**src/rtl/i2c_evt_pkg.sv**
```systemverilog
package i2c_evt_pkg;
  localparam int NUM_EVT = 7;
  localparam int CODE_W  = 5;
  localparam int STAT_W  = 8;
  localparam int LOW_W   = STAT_W - CODE_W;

  // Event bit positions; lower index means higher posting priority
  localparam int EV_ARB   = 0;
  localparam int EV_STOP  = 1;
  localparam int EV_OWN   = 2;
  localparam int EV_GCALL = 3;
  localparam int EV_START = 4;
  localparam int EV_ADDR  = 5;
  localparam int EV_DRX   = 6;

  typedef enum logic [1:0] {
    MODE_MT  = 2'd0,
    MODE_MR  = 2'd1,
    MODE_SLV = 2'd2,
    MODE_RSV = 2'd3
  } mode_e;

  localparam logic [STAT_W-1:0] ST_IDLE = 8'hF8;

  // Upper status bits for an event kind in a given mode
  function automatic logic [CODE_W-1:0] ev_code(int ev, mode_e m, logic info);
    logic [CODE_W-1:0] c;
    case (ev)
      EV_ARB:   c = 5'd7;
      EV_STOP:  c = 5'd20;
      EV_OWN:   c = 5'd12;
      EV_GCALL: c = 5'd14;
      EV_START: c = info ? 5'd2 : 5'd1;
      EV_ADDR:  c = (m == MODE_MR) ? (info ? 5'd9 : 5'd8)
                                   : (info ? 5'd4 : 5'd3);
      EV_DRX:   c = (m == MODE_SLV) ? (info ? 5'd17 : 5'd16)
                                    : (info ? 5'd11 : 5'd10);
      default:  c = 5'd31;
    endcase
    return c;
  endfunction
endpackage

```
**src/rtl/i2c_evt_encode.sv**
```systemverilog
module i2c_evt_encode
  import i2c_evt_pkg::*;
#(
  parameter int N  = NUM_EVT,
  parameter int CW = CODE_W
) (
  input  logic [1:0]           mode_i,
  input  logic                 info_i,
  output logic [N-1:0][CW-1:0] code_o
);
  mode_e mode;
  assign mode = mode_e'(mode_i);

  for (genvar g = 0; g < N; g++) begin : g_enc
    assign code_o[g] = ev_code(g, mode, info_i);
  end
endmodule

```
**src/rtl/i2c_evt_queue.sv**
```systemverilog
module i2c_evt_queue #(
  parameter int N  = 7,
  parameter int CW = 5
) (
  input  logic                 clk,
  input  logic                 rst_n,
  input  logic [N-1:0]         evt_i,
  input  logic [N-1:0][CW-1:0] code_i,
  input  logic                 post_en_i,
  output logic                 post_valid_o,
  output logic [CW-1:0]        post_code_o
);
  logic [N-1:0]         pend_q, pend_d;
  logic [N-1:0][CW-1:0] code_q, code_d;
  logic [N-1:0]         grant;
  logic [N:0]           above;

  // Fixed priority: lowest index wins
  assign above[0] = 1'b0;
  for (genvar g = 0; g < N; g++) begin : g_pri
    assign grant[g]   = pend_q[g] & ~above[g];
    assign above[g+1] = above[g] | pend_q[g];
  end

  always_comb begin
    post_code_o = '0;
    for (int i = 0; i < N; i++) begin
      if (grant[i]) post_code_o = post_code_o | code_q[i];
    end
  end
  assign post_valid_o = |pend_q;

  always_comb begin
    for (int i = 0; i < N; i++) begin
      pend_d[i] = evt_i[i] | (pend_q[i] & ~(post_en_i & grant[i]));
      code_d[i] = evt_i[i] ? code_i[i] : code_q[i];
    end
  end

  always_ff @(posedge clk or negedge rst_n) begin
    if (!rst_n) begin
      pend_q <= '0;
      code_q <= '0;
    end else begin
      pend_q <= pend_d;
      code_q <= code_d;
    end
  end


  grant_onehot_chk: assert property (@(posedge clk) disable iff (!rst_n)
    $onehot0(grant));

  post_has_src_chk: assert property (@(posedge clk) disable iff (!rst_n)
    post_en_i |-> (|pend_q));

  evt_kept_chk: assert property (@(posedge clk) disable iff (!rst_n)
    (|evt_i) |=> ((pend_q & $past(evt_i)) == $past(evt_i)));
endmodule

```
**src/rtl/i2c_evt_flag.sv**
```systemverilog
module i2c_evt_flag
  import i2c_evt_pkg::*;
#(
  parameter int CW = CODE_W,
  parameter int SW = STAT_W
) (
  input  logic          clk,
  input  logic          rst_n,
  input  logic          clr_i,
  input  logic          post_valid_i,
  input  logic [CW-1:0] post_code_i,
  output logic          post_en_o,
  output logic          flag_o,
  output logic [SW-1:0] status_o
);
  localparam int LW = SW - CW;

  logic          flag_q, flag_d;
  logic          load_q, load_d;
  logic [CW-1:0] hold_q, hold_d;
  logic [SW-1:0] stat_q, stat_d;
  logic          clr_en;

  assign clr_en    = clr_i & flag_q;
  assign post_en_o = ~flag_q & ~clr_i & post_valid_i;

  always_comb begin
    flag_d = flag_q;
    load_d = 1'b0;
    hold_d = hold_q;
    stat_d = stat_q;
    if (clr_en) begin
      flag_d = 1'b0;
      stat_d = ST_IDLE;
    end else if (post_en_o) begin
      flag_d = 1'b1;
      load_d = 1'b1;
      hold_d = post_code_i;
    end else if (load_q) begin
      stat_d = {hold_q, {LW{1'b0}}};
    end
  end

  always_ff @(posedge clk or negedge rst_n) begin
    if (!rst_n) begin
      flag_q <= 1'b0;
      load_q <= 1'b0;
      hold_q <= '0;
      stat_q <= ST_IDLE;
    end else begin
      flag_q <= flag_d;
      load_q <= load_d;
      hold_q <= hold_d;
      stat_q <= stat_d;
    end
  end

  assign flag_o   = flag_q;
  assign status_o = stat_q;


  idle_when_clear_chk: assert property (@(posedge clk) disable iff (!rst_n)
    !flag_q |-> (stat_q == ST_IDLE));

  stat_delay_chk: assert property (@(posedge clk) disable iff (!rst_n)
    ($rose(flag_q) && !clr_i) |=> (stat_q == {$past(hold_q), {LW{1'b0}}}));

  first_cycle_idle_chk: assert property (@(posedge clk) disable iff (!rst_n)
    $rose(flag_q) |-> (stat_q == ST_IDLE));

  sticky_flag_chk: assert property (@(posedge clk) disable iff (!rst_n)
    (flag_q && !clr_i) |=> flag_q);

  clear_idle_chk: assert property (@(posedge clk) disable iff (!rst_n)
    (flag_q && clr_i) |=> (!flag_q && stat_q == ST_IDLE));
endmodule

```
**src/rtl/i2c_evt_stretch.sv**
```systemverilog
module i2c_evt_stretch
  import i2c_evt_pkg::*;
#(
  parameter int N  = NUM_EVT,
  parameter int CW = CODE_W,
  parameter int SW = STAT_W
) (
  input  logic          clk,
  input  logic          rst_n,
  input  logic [N-1:0]  evt_i,
  input  logic [1:0]    mode_i,
  input  logic          info_i,
  input  logic          clr_i,
  output logic          flag_o,
  output logic [SW-1:0] status_o,
  output logic          scl_hold_o
);
  logic [1:0]           rst_sync_q;
  logic                 rst_int_n;
  logic [N-1:0][CW-1:0] ev_codes;
  logic                 post_en, post_valid;
  logic [CW-1:0]        post_code;

  // Asynchronous assert, synchronous release
  always_ff @(posedge clk or negedge rst_n) begin
    if (!rst_n) rst_sync_q <= 2'b00;
    else        rst_sync_q <= {rst_sync_q[0], 1'b1};
  end
  assign rst_int_n = rst_sync_q[1];

  i2c_evt_encode #(.N(N), .CW(CW)) u_enc (
    .mode_i (mode_i),
    .info_i (info_i),
    .code_o (ev_codes)
  );

  i2c_evt_queue #(.N(N), .CW(CW)) u_queue (
    .clk          (clk),
    .rst_n        (rst_int_n),
    .evt_i        (evt_i),
    .code_i       (ev_codes),
    .post_en_i    (post_en),
    .post_valid_o (post_valid),
    .post_code_o  (post_code)
  );

  i2c_evt_flag #(.CW(CW), .SW(SW)) u_flag (
    .clk          (clk),
    .rst_n        (rst_int_n),
    .clr_i        (clr_i),
    .post_valid_i (post_valid),
    .post_code_i  (post_code),
    .post_en_o    (post_en),
    .flag_o       (flag_o),
    .status_o     (status_o)
  );

  assign scl_hold_o = flag_o;
endmodule

```
**config.mk**
```make
export PLATFORM = sky130hd
export DESIGN_NAME = i2c_evt_stretch
export DESIGN_NICKNAME = d
export VERILOG_FILES = /design/src/rtl/i2c_evt_pkg.sv /design/src/rtl/i2c_evt_encode.sv /design/src/rtl/i2c_evt_queue.sv /design/src/rtl/i2c_evt_flag.sv /design/src/rtl/i2c_evt_stretch.sv
export SDC_FILE = /design/constraint.sdc
export NUM_CORES = 1
export LEC_CHECK = 0
export ABC_CLOCK_PERIOD_IN_PS = 1200
export CAP_MARGIN = 20
export CORE_MARGIN = 4
export CORE_UTILIZATION = 50
export DETAILED_ROUTE_END_ITERATION = 10
export PLACE_DENSITY = 0.73
export RECOVER_POWER = 25
export SYNTH_ARGS = -nofsm -noshare
export SYNTH_HDL_FRONTEND = slang
export SYNTH_SLANG_ARGS = --single-unit
```
**constraint.sdc**
```tcl
create_clock -name clk -period 1.2 [get_ports clk]
set_input_delay 0.12 -clock clk [delete_from_list [all_inputs] [get_ports clk]]
set_output_delay 0.12 -clock clk [all_outputs]
set_load 0.05 [all_outputs]
```
# Yosys cells after proc, flatten, opt, wreduce, memory -nomap -nowiden
# Index checks and enable logic that the tools add are counted.
# word_totals
out_inout_bits,10
register_bits,43
ram_bits,0
n_memories,0
mem_bits_ro,0
latchBits,0
word_cells,99
# op_classes
muxes,21
n_eq_ne,3
div_mod_pow,0
n_mul,0
n_shift,0
addsub,0
n_bitwise,57
reduce_logical,5
order_cmp,0
# op_table
op,n
5-bit 2-to-1 mux,8
8-bit 2-to-1 mux,3
1-bit bitwise AND,23
1-bit NOT,16
5-bit bitwise OR,3
1-bit bitwise OR,12
5-bit by 4-bit bitwise OR with 5-bit output,2
1-bit 2-to-1 mux,7
7-bit OR reduction,1
3-bit 2-to-1 mux,2
3-bit by 5-bit bitwise OR with 5-bit output,1
2-bit AND reduction,2
2-bit nonzero test,2
2-bit by 1-bit == test with 1-bit output (second input constant),1
2-bit == test (second input constant),1
2-bit 2-to-1 mux,1
2-bit inequality test (second input constant),1

# Depth between registers and ports, before layout
# logic_depth
word_depth,13
mapped_depth,7
depth_no_buf,5

# Hierarchy
# A second synthesis with hierarchy kept.
# hier_totals
cells_unflattened,235
hier_area_um2,2815.2
# modules_own_cells
mod,cells_each,instances,seq_area_each_um2,area_per_inst_um2
i2c_evt_queue,144,1,1051.0,1888.1
i2c_evt_flag,49,1,306.5,588.1
i2c_evt_encode,38,1,0.0,277.8
i2c_evt_stretch,4,1,50.0,61.3

# Worst setup path before layout
# OpenSTA, ideal clock, no wires.
# synth_path
kind,register to register
from,"register u_flag.flag_q, in the netlist u_flag.flag_o"
to,"register u_flag.stat_q[4], in the netlist u_flag.status_o[4]"
arrival_time_ns,1.668
setup_ns,0.082
period_less_slack_ns,1.750
required_time_ns,1.118
path_stages_with_launch,6
path_slack_ns,-0.550
path_cell_list,dfrtp_1 or2_2 a21o_1 buf_2 and3_1 a211o_1
# synth_between
elab_chain_len,5
word_cells_on_any_way,8
cone_classes,1 x eq/ne; 1 x mux; 4 x bitwise; 2 x reduce/logical
# synth_lines
item,line,source
start: declaration,i2c_evt_flag.sv:18,"logic flag_q, flag_d;"
start signal: assignment,i2c_evt_flag.sv:51,flag_q <= flag_d;
1-bit NOT,i2c_evt_flag.sv:25,assign post_en_o = ~flag_q & ~clr_i & post_valid_i;
1-bit bitwise AND (2 in a row),i2c_evt_flag.sv:25,
2-bit inequality test (no line),n/a,
2-bit AND reduction (no line),n/a,
end signal: assignment,i2c_evt_flag.sv:54,stat_q <= stat_d;
end: declaration,i2c_evt_flag.sv:21,"logic [SW-1:0] stat_q, stat_d;"
# Parallel ways exist; a longest one is shown, timed or not.
# A chain may end at the register's enable or synchronous reset.

# Final worst setup path
# layout_path
from,register u_queue.pend_q[1]
to,"register u_flag.flag_q, in the netlist u_flag.flag_o"
# layout_between
elab_chain_len,3
# layout_lines
item,line,source
start: declaration,i2c_evt_queue.sv:13,"logic [N-1:0] pend_q, pend_d;"
start signal: assignment,i2c_evt_queue.sv:45,pend_q <= pend_d;
7-bit OR reduction,i2c_evt_queue.sv:31,assign post_valid_o = |pend_q;
1-bit bitwise AND,i2c_evt_flag.sv:25,
2-bit nonzero test (no line),n/a,
# Every way passes these cells.

==> out/results.ini <==
[clock_network]
cts_root_buffer = clkbuf_4
path_clk_slew_ps = 100
htreeDepth = 2
clk_latency_ps = 330
clock-sinks = 34
cts_made_buffers = 5
cts_tree = yes
cts_buffer_depth = 2

[critical_path]
worstReg2RegEnd = u_flag.flag_o
required_ps = 1420
worst_setup_path_endpoint = u_flag.flag_o
reg2reg_from = u_queue.pend_q[1]
critPathArrivalTime_ps = 1880
start_kind = flop
startpoint = u_queue.pend_q[1]
ff2ff_setup_slack_ps = -460
crit_type = reg -> reg
worst_r2r_path_depth = 3
critPathCaptureType = flop
critical_path.max_fanout = 3

[global_routing]
grt_pass1_vias = 1179
grt_max_degree = 33
overflow = 0
grt_pass1_wl_um = 5300
grt_use_total = 0.177
antenna_found_initial = 0

[pwr]
ir_drop_mv = 0.949
power_density_mw_per_mm2 = 1170
p_leak_nw = 0.923
power_w = 0.00245

[timing]
period_share = 1.38
grt_setup_unrepaired = true
fmax_mhz = 602
setup_slack_ps = -462
holdWs_ps = 363
hold_violations = 0
fin_crit_ps = 1660
maxSlewViolCount = 0
max-slew-margin-rel = 0.485
fin_skew_ps = 4.47
setup_viol = 19
tightest_slew_ps = 772

[floorplan]
num_rows = 19
die_area_sq_mm = 0.00394
die_w_um = 62.8
pin_count = 23
core_area_sq_mm = 0.00281
die_y_um = 62.8
start_util = 0.534

[outcome]
outcome = finished with violations
violations = negative setup slack

[synthesis]
ys_ff_latch = 34
syn_inst = 137
synthDistinctLibCells = 37
yosysWarnings = 0
yosysSeqAreaShare = 0.572
avgSynthCellArea_sq_um = 10.9
synth.cell_area_sq_mm = 0.00150

[route]
drtIter0Drc = 28
wl_per_cell_um = 15.0
drc = 0
dr.pass1.iters = 4
postRouteAntennaNets = 0
finalWirelength_um = 3260
vias_per_cell = 5.34
vias = 1158

[placement]
gp_congestion = 0.833
port_buffers = 19
hpwlAfterDp_um = 2260
place_worst_setup_slack_ps = -506

[cells_and_area]
syn_to_final_growth_pct = 39.7
fin_util = 0.747
drive_gt1_frac = 0.387
antenna_cells = 0
nNetsFinal = 200

[min_path]
min_path_cells = 0
hold_path_class = reg -> reg

[job]
drv_cap = 0

[worst max-delay path, cell delays in order (launching register included)]
cell	delay (ps)
dfrtp_1	420
or4_4	530
or3_4	360
o31a_1	250
[worst min path at each step]
| stage | to | start |
|---|---|---|
| final | rst_sync_q[1] | rst_sync_q[0] |
| after global routing | rst_sync_q[1] | rst_sync_q[0] |
| after CTS | u_queue.code_q[20] | rst_sync_q[1] |
| after detailed placement | u_queue.code_q[16] | rst_sync_q[1] |
| after global placement | u_queue.code_q[12] | rst_sync_q[1] |
| after floorplan | rst_sync_q[0] | rst_n |
[through the flow]
stage | cells | area (sq um) | TNS [ps]
2_1_floorplan | 139 | 1510 | -5340
5_1_grt | 217 | 2090 | -6720
3_3_place_gp | 201 | 1910 | -6580
4_1_cts | 214 | 2050 | -5730
6_report | 217 | 2090 | -5600
3_5_place_dp | 201 | 1910 | -7260
[cell usage in the layout (no fill, tap or decap), types with 5 or more instances in the layout]
cell type,count
a21oi_1,5
buf_4,23
buf_12,7
o21ai_0,6
nand2b_1,5
dfrtp_1,28
clkbuf_4,5
nand2_1,11
a211o_1,5
dfstp_2,5
and3_1,5
inv_1,5
or2_2,5
clkdlybuf4s50_1,11
[synthesized netlist by cell type (all sizes together)]
cell / instances / area share
o21ai: 11 / 0.037
a21oi: 7 / 0.026
nor4: 1 / 0.0042
a21o: 4 / 0.021
nand3b: 2 / 0.010
mux2i: 1 / 0.0067
or4: 1 / 0.0075
nor3: 3 / 0.010
ha: 2 / 0.017
and2: 1 / 0.0042
o31a: 1 / 0.0058
nor2: 6 / 0.015
dfstp: 5 / 0.088
or3: 2 / 0.012
dfrtp: 29 / 0.48
a311oi: 1 / 0.0058
nand2: 11 / 0.028
inv: 6 / 0.015
a31oi: 2 / 0.0083
and3: 5 / 0.021
o21a: 1 / 0.0050
o22a: 1 / 0.0067
conb: 2 / 0.0050
nand2b: 5 / 0.021
nand3: 1 / 0.0033
or2: 6 / 0.025
buf: 7 / 0.034
a211o: 5 / 0.029
o221ai: 1 / 0.0058
clkbuf: 2 / 0.0050
mux2: 4 / 0.030
a211oi: 1 / 0.0050
[power breakdown]
part	leakage, nW	switching [W]	internal [W]
clock	0.0353	0.000367	0.000284
combinational	0.527	0.000247	0.000251
sequential	0.361	0.0000579	0.00124
total	0.923	0.000673	0.00178
[layout make-up]
type	instances	area, sq um
clock buffer	7	55.1
clock inverter	1	5.00
fill	184	711
inverter	6	22.5
multi-input combinational	90	622
sequential	34	858
tap	31	38.8
timing repair buffer	48	493
[sequential cells by signal (all words and copies together) (netlist names)]
name	count
rst_sync_q	2
u_flag.flag_o	1
u_flag.load_q	1
u_queue.pend_q	7
u_flag.status_o	5
u_flag.hold_q	5
u_queue.code_q	13
[logic make-up after synthesis]
family	share of synthesized area
simple gates	0.160
mux	0.0367
buf+inv	0.0543
other cells	0.00501
fa+ha+maj	0.0167
compound gates	0.155
flops	0.572
[routing by layer]
| layer | track usage | vias up | wire length (um) |
|---|---|---|---|
| met5 | 0 | - | 0 |
| met4 | 0.107 | 0 | 69 |
| met3 | 0.0414 | 6 | 153 |
| met2 | 0.300 | 31 | 1700 |
| met1 | 0.203 | 556 | 1330 |
| li1 | - | 565 | - |
[timing repair]
| action | 4_1_cts | 5_1_grt |
|---|---|---|
| hold endpoints to repair | 2 | 0 |
| cloned | 0 | 0 |
| buffers inserted | 5 | 4 |
| pin swaps | 5 | 4 |
| endpoints found under the setup margin | 19 | 22 |
| hold buffers | 1 | 0 |
| resized for setup | 19 | 5 |
Note: power is estimated with default switching activity, not from simulation.
